## src/rtl/ppb_pkg.sv

```systemverilog
package ppb_pkg;
    typedef enum logic [1:0] {
        DR_IDLE = 2'd0,
        DR_HDR  = 2'd1,
        DR_DATA = 2'd2
    } drain_st_e;
endpackage

```

## src/rtl/ppb_chan.sv

```systemverilog
module ppb_chan #(
    parameter int W     = 8,
    parameter int DEPTH = 4,
    parameter int CNTW  = 3,
    parameter int AW    = 2
) (
    input  logic            clk,
    input  logic            rst_n,
    input  logic            wr_en,
    input  logic [W-1:0]    wr_data,
    input  logic            bank_sel,
    input  logic            swap,
    input  logic [AW-1:0]   rd_idx,
    output logic            full_now,
    output logic [CNTW-1:0] closed_len,
    output logic [W-1:0]    rd_data
);
    typedef struct packed {
        logic [CNTW-1:0] cnt;
        logic [CNTW-1:0] clen;
    } chan_st_t;

    chan_st_t    s_d, s_q;
    logic        wr_ok;
    logic [W-1:0] mem_q [2][DEPTH];

    always_comb begin
        wr_ok    = wr_en && (s_q.cnt < CNTW'(DEPTH));
        full_now = (s_q.cnt == CNTW'(DEPTH)) ||
                   (wr_ok && (s_q.cnt == CNTW'(DEPTH - 1)));
        s_d = s_q;
        if (wr_ok) s_d.cnt = s_q.cnt + 1'b1;
        if (swap) begin
            // closed bank length includes a word written in the flip cycle
            s_d.clen = s_d.cnt;
            s_d.cnt  = '0;
        end
    end

    always_ff @(posedge clk) begin
        if (!rst_n) s_q <= '0;
        else        s_q <= s_d;
    end

    always_ff @(posedge clk) begin
        if (wr_ok) mem_q[bank_sel][s_q.cnt[AW-1:0]] <= wr_data;
    end

    assign rd_data    = mem_q[~bank_sel][rd_idx];
    assign closed_len = s_q.clen;
endmodule

```

## src/rtl/ppb_drain.sv

```systemverilog
module ppb_drain
    import ppb_pkg::*;
#(
    parameter int NCH   = 3,
    parameter int W     = 8,
    parameter int CNTW  = 3,
    parameter int AW    = 2,
    parameter int CHW   = 2,
    parameter int SEQW  = 4
) (
    input  logic              clk,
    input  logic              rst_n,
    input  logic              start,
    input  logic [SEQW-1:0]   start_seq,
    input  logic [NCH*CNTW-1:0] lens,
    input  logic [NCH*W-1:0]  rd_words,
    input  logic              out_ready,
    output logic [AW-1:0]     rd_idx,
    output logic              busy,
    output logic              out_valid,
    output logic              out_hdr,
    output logic [CHW-1:0]    out_chan,
    output logic [SEQW-1:0]   out_seq,
    output logic [W-1:0]      out_data,
    output logic [NCH-1:0]    done
);
    typedef struct packed {
        drain_st_e       st;
        logic [CHW-1:0]  ch;
        logic [AW-1:0]   idx;
        logic [SEQW-1:0] seq;
        logic [NCH-1:0]  done;
    } drn_st_t;

    drn_st_t s_d, s_q;
    logic [CNTW-1:0] cur_len;
    logic            last_ch;

    always_comb begin
        cur_len = lens[int'(s_q.ch)*CNTW +: CNTW];
        last_ch = (s_q.ch == CHW'(NCH - 1));
        s_d      = s_q;
        s_d.done = '0;
        unique case (s_q.st)
            DR_IDLE: begin
                if (start) begin
                    s_d.st  = DR_HDR;
                    s_d.ch  = '0;
                    s_d.idx = '0;
                    s_d.seq = start_seq;
                end
            end
            DR_HDR: begin
                if (out_ready) begin
                    if (cur_len == '0) begin
                        s_d.done[s_q.ch] = 1'b1;
                        if (last_ch) s_d.st = DR_IDLE;
                        else s_d.ch = s_q.ch + 1'b1;
                    end else begin
                        s_d.st  = DR_DATA;
                        s_d.idx = '0;
                    end
                end
            end
            DR_DATA: begin
                if (out_ready) begin
                    if ((CNTW'(s_q.idx) + 1'b1) == cur_len) begin
                        s_d.done[s_q.ch] = 1'b1;
                        s_d.idx = '0;
                        if (last_ch) s_d.st = DR_IDLE;
                        else begin
                            s_d.st = DR_HDR;
                            s_d.ch = s_q.ch + 1'b1;
                        end
                    end else begin
                        s_d.idx = s_q.idx + 1'b1;
                    end
                end
            end
            default: s_d.st = DR_IDLE;
        endcase
    end

    always_ff @(posedge clk) begin
        if (!rst_n) s_q <= '{st: DR_IDLE, default: '0};
        else        s_q <= s_d;
    end

    assign busy      = (s_q.st != DR_IDLE);
    assign out_valid = busy;
    assign out_hdr   = (s_q.st == DR_HDR);
    assign out_chan  = s_q.ch;
    assign out_seq   = s_q.seq;
    assign out_data  = out_hdr ? W'(cur_len) : rd_words[int'(s_q.ch)*W +: W];
    assign rd_idx    = s_q.idx;
    assign done      = s_q.done;
endmodule

```

## src/rtl/pp_sync_buf.sv

```systemverilog
module pp_sync_buf #(
    parameter int NCH   = 3,
    parameter int W     = 8,
    parameter int DEPTH = 4,
    parameter int SEQW  = 4
) (
    input  logic              clk,
    input  logic              rst_n,
    input  logic [NCH-1:0]    hit_valid,
    input  logic [NCH*W-1:0]  hit_data,
    output logic              drn_valid,
    input  logic              drn_ready,
    output logic              drn_hdr,
    output logic [(NCH > 1 ? $clog2(NCH) : 1)-1:0] drn_chan,
    output logic [SEQW-1:0]   drn_seq,
    output logic [W-1:0]      drn_data,
    output logic [NCH-1:0]    flush_done,
    output logic              swap_pulse,
    output logic              overrun,
    output logic              active_bank
);
    localparam int CNTW = $clog2(DEPTH + 1);
    localparam int AW   = (DEPTH > 1) ? $clog2(DEPTH) : 1;
    localparam int CHW  = (NCH > 1) ? $clog2(NCH) : 1;

    typedef struct packed {
        logic            sel;
        logic [SEQW-1:0] seq;
        logic            swp;
        logic            ovr;
    } top_st_t;

    top_st_t s_d, s_q;

    logic [NCH-1:0]      full_vec;
    logic [NCH*CNTW-1:0] lens;
    logic [NCH*W-1:0]    rd_words;
    logic [AW-1:0]       rd_idx;
    logic                busy;
    logic                swap;

    for (genvar c = 0; c < NCH; c++) begin : g_ch
        ppb_chan #(.W(W), .DEPTH(DEPTH), .CNTW(CNTW), .AW(AW)) u_chan (
            .clk        (clk),
            .rst_n      (rst_n),
            .wr_en      (hit_valid[c]),
            .wr_data    (hit_data[c*W +: W]),
            .bank_sel   (s_q.sel),
            .swap       (swap),
            .rd_idx     (rd_idx),
            .full_now   (full_vec[c]),
            .closed_len (lens[c*CNTW +: CNTW]),
            .rd_data    (rd_words[c*W +: W])
        );
    end

    always_comb begin
        swap = (|full_vec) && !busy;
        s_d     = s_q;
        s_d.swp = 1'b0;
        if (swap) begin
            s_d.sel = ~s_q.sel;
            s_d.seq = s_q.seq + 1'b1;
            s_d.swp = 1'b1;
            s_d.ovr = 1'b0;
        end else if ((|full_vec) && busy) begin
            s_d.ovr = 1'b1;
        end
    end

    always_ff @(posedge clk) begin
        if (!rst_n) s_q <= '0;
        else        s_q <= s_d;
    end

    ppb_drain #(
        .NCH(NCH), .W(W), .CNTW(CNTW), .AW(AW), .CHW(CHW), .SEQW(SEQW)
    ) u_drain (
        .clk       (clk),
        .rst_n     (rst_n),
        .start     (swap),
        .start_seq (s_q.seq),
        .lens      (lens),
        .rd_words  (rd_words),
        .out_ready (drn_ready),
        .rd_idx    (rd_idx),
        .busy      (busy),
        .out_valid (drn_valid),
        .out_hdr   (drn_hdr),
        .out_chan  (drn_chan),
        .out_seq   (drn_seq),
        .out_data  (drn_data),
        .done      (flush_done)
    );

    assign swap_pulse  = s_q.swp;
    assign overrun     = s_q.ovr;
    assign active_bank = s_q.sel;
endmodule

```

## config.mk

```make
export PLATFORM = sky130hd
export DESIGN_NAME = pp_sync_buf
export DESIGN_NICKNAME = d
export VERILOG_FILES = /design/src/rtl/ppb_pkg.sv /design/src/rtl/ppb_chan.sv /design/src/rtl/ppb_drain.sv /design/src/rtl/pp_sync_buf.sv
export SDC_FILE = /design/constraint.sdc
export NUM_CORES = 1
export LEC_CHECK = 0
export BUFFER_PORTS_ARGS = -buffer_cell sky130_fd_sc_hd__buf_2
export CORE_MARGIN = 1.5
export CORE_UTILIZATION = 57
export CTS_CLUSTER_SIZE = 14
export DETAILED_ROUTE_END_ITERATION = 10
export HOLD_SLACK_MARGIN = 0.15
export PLACE_DENSITY = 0.75
export SYNTH_ARGS = -nofsm -noshare
export SYNTH_HDL_FRONTEND = slang
export SYNTH_SLANG_ARGS = --single-unit
export TNS_END_PERCENT = 20
```

## constraint.sdc

```tcl
create_clock -name clk -period 6.7 [get_ports clk]
set_clock_uncertainty 0.15 [all_clocks]
set_input_delay 0 -clock clk [delete_from_list [all_inputs] [get_ports clk]]
set_output_delay 0 -clock clk [all_outputs]
set_load 0.1 [all_outputs]
```

==> impl_metrics.env <==
export IMPL_status="completed"
export IMPL_hpwl_um=11600
export IMPL_ctsRootBufferMaster="clkbuf_16"
export IMPL_yosys_warnings=0
export IMPL_cp_top_family="multiplexers"
export IMPL_cap_violations=0
export IMPL_grt_setup_unrepaired="false"
export IMPL_portBuffers=51
export IMPL_setup_viol=0
export IMPL_vias=5075
export IMPL_crit_type="flop to output port"
export IMPL_post_place_ws_ns=3.52
export IMPL_antenna_cells_inserted=0
export IMPL_cts_tree="yes"
export IMPL_place_area_um2=9900
export IMPL_worstPathMaxFanout=65
export IMPL_fin_setup_tns_ns=0
export IMPL_relSlewSlack=0.243
export IMPL_clockBufferDepth=3
export IMPL_synth_seq_cells=230
export IMPL_final_cells=866
export IMPL_stdcell_area_um2=11100
export IMPL_crit_path_max_incr_delay_ns=1.07
export IMPL_setup_ws_ns=3.04
export IMPL_synth_fp_nets=604
export IMPL_syn_avg_cell_area_um2=17.4
export IMPL_p_leak_uw=0.00389
export IMPL_htreeDepth=1
export IMPL_peakVddDrop_mv=0.213
export IMPL_fp_row_count=47
export IMPL_netlist_area_um2=9570
export IMPL_yosys_most_used_dff="edfxtp_1"
export IMPL_synthTopCellsByArea="edfxtp_1 (60%), mux4_2 (12%), dfxtp_1 (8.0%), ha_1 (3.1%), mux2i_1 (2.0%)"
export IMPL_synth_top_cell_by_area="edfxtp_1"
export IMPL_grt_max_degree=66
export IMPL_antenna_found_initial=0
export IMPL_power_share_clock=0.381
export IMPL_cp_start_kind="flop"
export IMPL_cts_resized=0
export IMPL_clk_latency_ns=0.51
export IMPL_crit_chain="mux4_1 -> mux4_2 -> nand2_1 -> o21ai_1 -> mux2_2 -> buf_2"
export IMPL_ys_seq_area_frac=0.682
export IMPL_drive_gt1_frac=0.221
export IMPL_postCtsSetupRepairBufs=0
export IMPL_die_area_um2=17600
export IMPL_core_area_um2=16500
export IMPL_crit_required_ns=6.55
export IMPL_power_density_nw_per_um2=309
export IMPL_cts_buffers=23
export IMPL_pwr_share_comb=0.120
export IMPL_ctsHoldBuffers=38
export IMPL_path_clk_slew_ns=0.06
export IMPL_fmax_ghz=0.273
export IMPL_clock_sinks=230
export IMPL_io_pins=52
export IMPL_drtIter0Drc=562
export IMPL_syn_inst=550
export IMPL_drtAntennaViolNets=0
export IMPL_power_frac_seq=0.498
export IMPL_p_switching_uw=830
export IMPL_hp_class="input pin to flop"
export IMPL_cp_arrival_ns=3.51
export IMPL_p_int_uw=2580
export IMPL_area_growth_pct=15.5
export IMPL_crit_buf_inv=1
export IMPL_post_route_period_util=0.547
export IMPL_drc=0
export IMPL_sw_frac_of_total=0.243
export IMPL_fin_nets=683
export IMPL_die_y_um=133
export IMPL_layout_commonest_cell="edfxtp_1"
export IMPL_synth_async_reset_ratio=0
export IMPL_power_uw=3410
export IMPL_start_util=0.581
export IMPL_crit_path_end_kind="output port"
export IMPL_synth_edf_count=192
export IMPL_fp_dieW_um=133
export IMPL_first_pass_iters=5
export IMPL_overflow=0
export IMPL_avgViaCountPerCell=5.86
export IMPL_synth_top_cell_area_share=0.603
export IMPL_dp_cells=786
export IMPL_drt_wl_total_um=19000
export IMPL_grt_pass1_wl_um=29300
export IMPL_grt_pass1_vias=5139
export IMPL_fin_crit_ns=3.66
export IMPL_grtUsageTotal=0.222
export IMPL_slew_violations=0
export IMPL_cp_slowest_cell="dfxtp_4"
export IMPL_wl_per_cell_um=21.9
export IMPL_tightestPinTransition_ns=1.13
export IMPL_synth_cell_types=42
export IMPL_place_gp_congestion=0.807
export IMPL_final_cell_mix="edfxtp_1 (192), buf_2 (51), mux4_2 (50)"
export IMPL_finalHoldViolations=0
==> area by class of cell <==
| cell class | count | area [um2] |
|---|---|---|
| fill | 1093 | 5420 |
| timing repair buffer | 91 | 651 |
| clock inverter | 16 | 181 |
| inverter | 19 | 71.3 |
| multi-input combinational | 264 | 2750 |
| tap | 220 | 275 |
| clock buffer | 26 | 587 |
| sequential | 230 | 6530 |
==> power groups by stage <==
| stage | clock network, uW | registers (uW) | logic, uW |
|---|---|---|---|
| after floorplan | 0 | 1710 | 312 |
| after global placement | 0 | 1730 | 383 |
| after detailed placement | 0 | 1730 | 393 |
| after CTS | 1320 | 1700 | 413 |
| after global routing | 1370 | 1720 | 439 |
| final | 1300 | 1700 | 411 |
==> registers in the layout, indices dropped and copies added (netlist names) <==
| signal | count |
|---|---|
| g_ch.u_chan.s_q | 9 |
| u_drain.s_q | 2 |
| u_drain.out_seq | 4 |
| s_q | 4 |
| overrun | 1 |
| active_bank | 1 |
| g_ch.u_chan.closed_len | 9 |
| u_drain.rd_idx | 2 |
| swap_pulse | 1 |
| u_drain.done | 3 |
| u_drain.out_chan | 2 |
| g_ch.u_chan.mem_q | 192 |
==> path summary, 6_finish.rpt <==
kind | start | depth (start not counted) | slack (ns) | endpoint
setup / recovery | active_bank | 6 | 3.04 | drn_data[2]
hold / removal | hit_data[11] | 2 | 0.16 | g_ch[1].u_chan.mem_q[0][3]
setup reg to reg | g_ch[2].u_chan.s_q[3] | 8 | 3.91 | g_ch[0].u_chan.s_q[5]
hold reg to reg | overrun | 2 | 0.34 | overrun
==> Yosys cell counts, drive strengths merged (3+ instances only) <==
| cell type | number |
|---|---|
| a21oi | 13 |
| and2 | 20 |
| and3 | 12 |
| buf | 21 |
| clkbuf | 16 |
| dfxtp | 38 |
| edfxtp | 192 |
| ha | 24 |
| inv | 19 |
| mux2 | 3 |
| mux2i | 19 |
| mux4 | 56 |
| nand2 | 24 |
| nand3 | 5 |
| nand3b | 4 |
| nor2 | 27 |
| nor2b | 13 |
| nor3 | 3 |
| o211a | 9 |
| o21ai | 5 |
| o22ai | 3 |
| xnor2 | 8 |
==> kinds of logic (layout without fill, tap and decap cells) <==
| family | after synthesis | after routing | synth area share |
|---|---|---|---|
| adders and majority gates | 24 | 24 | 0.0314 |
| buffers and inverters | 56 | 152 | 0.0299 |
| muxes | 78 | 78 | 0.158 |
| xor gates and xnor gates | 10 | 10 | 0.00916 |
| AOI/OAI and AO/OA | 40 | 40 | 0.0301 |
| DFF | 230 | 230 | 0.682 |
| and+or+nand+nor | 112 | 112 | 0.0596 |
==> metal layers <==
layer	share of wire	routed length, um	global-route usage	vias up
met4	0.017	317	0.0617	0
met1	0.43	8100	0.313	2591
met2	0.50	9460	0.369	178
met3	0.056	1070	0.0310	22
li1	-	-	-	2284
met5	0	0	0	-
==> stage by stage <==
step	hold WS, ns	util
finish	0.159	0.671
global placement	0.107	0.601
CTS	0.150	0.671
global route	0.169	0.671
detailed placement	0.120	0.601
floorplan	-0.0511	-
Note: power is estimated with default switching activity, not from simulation.
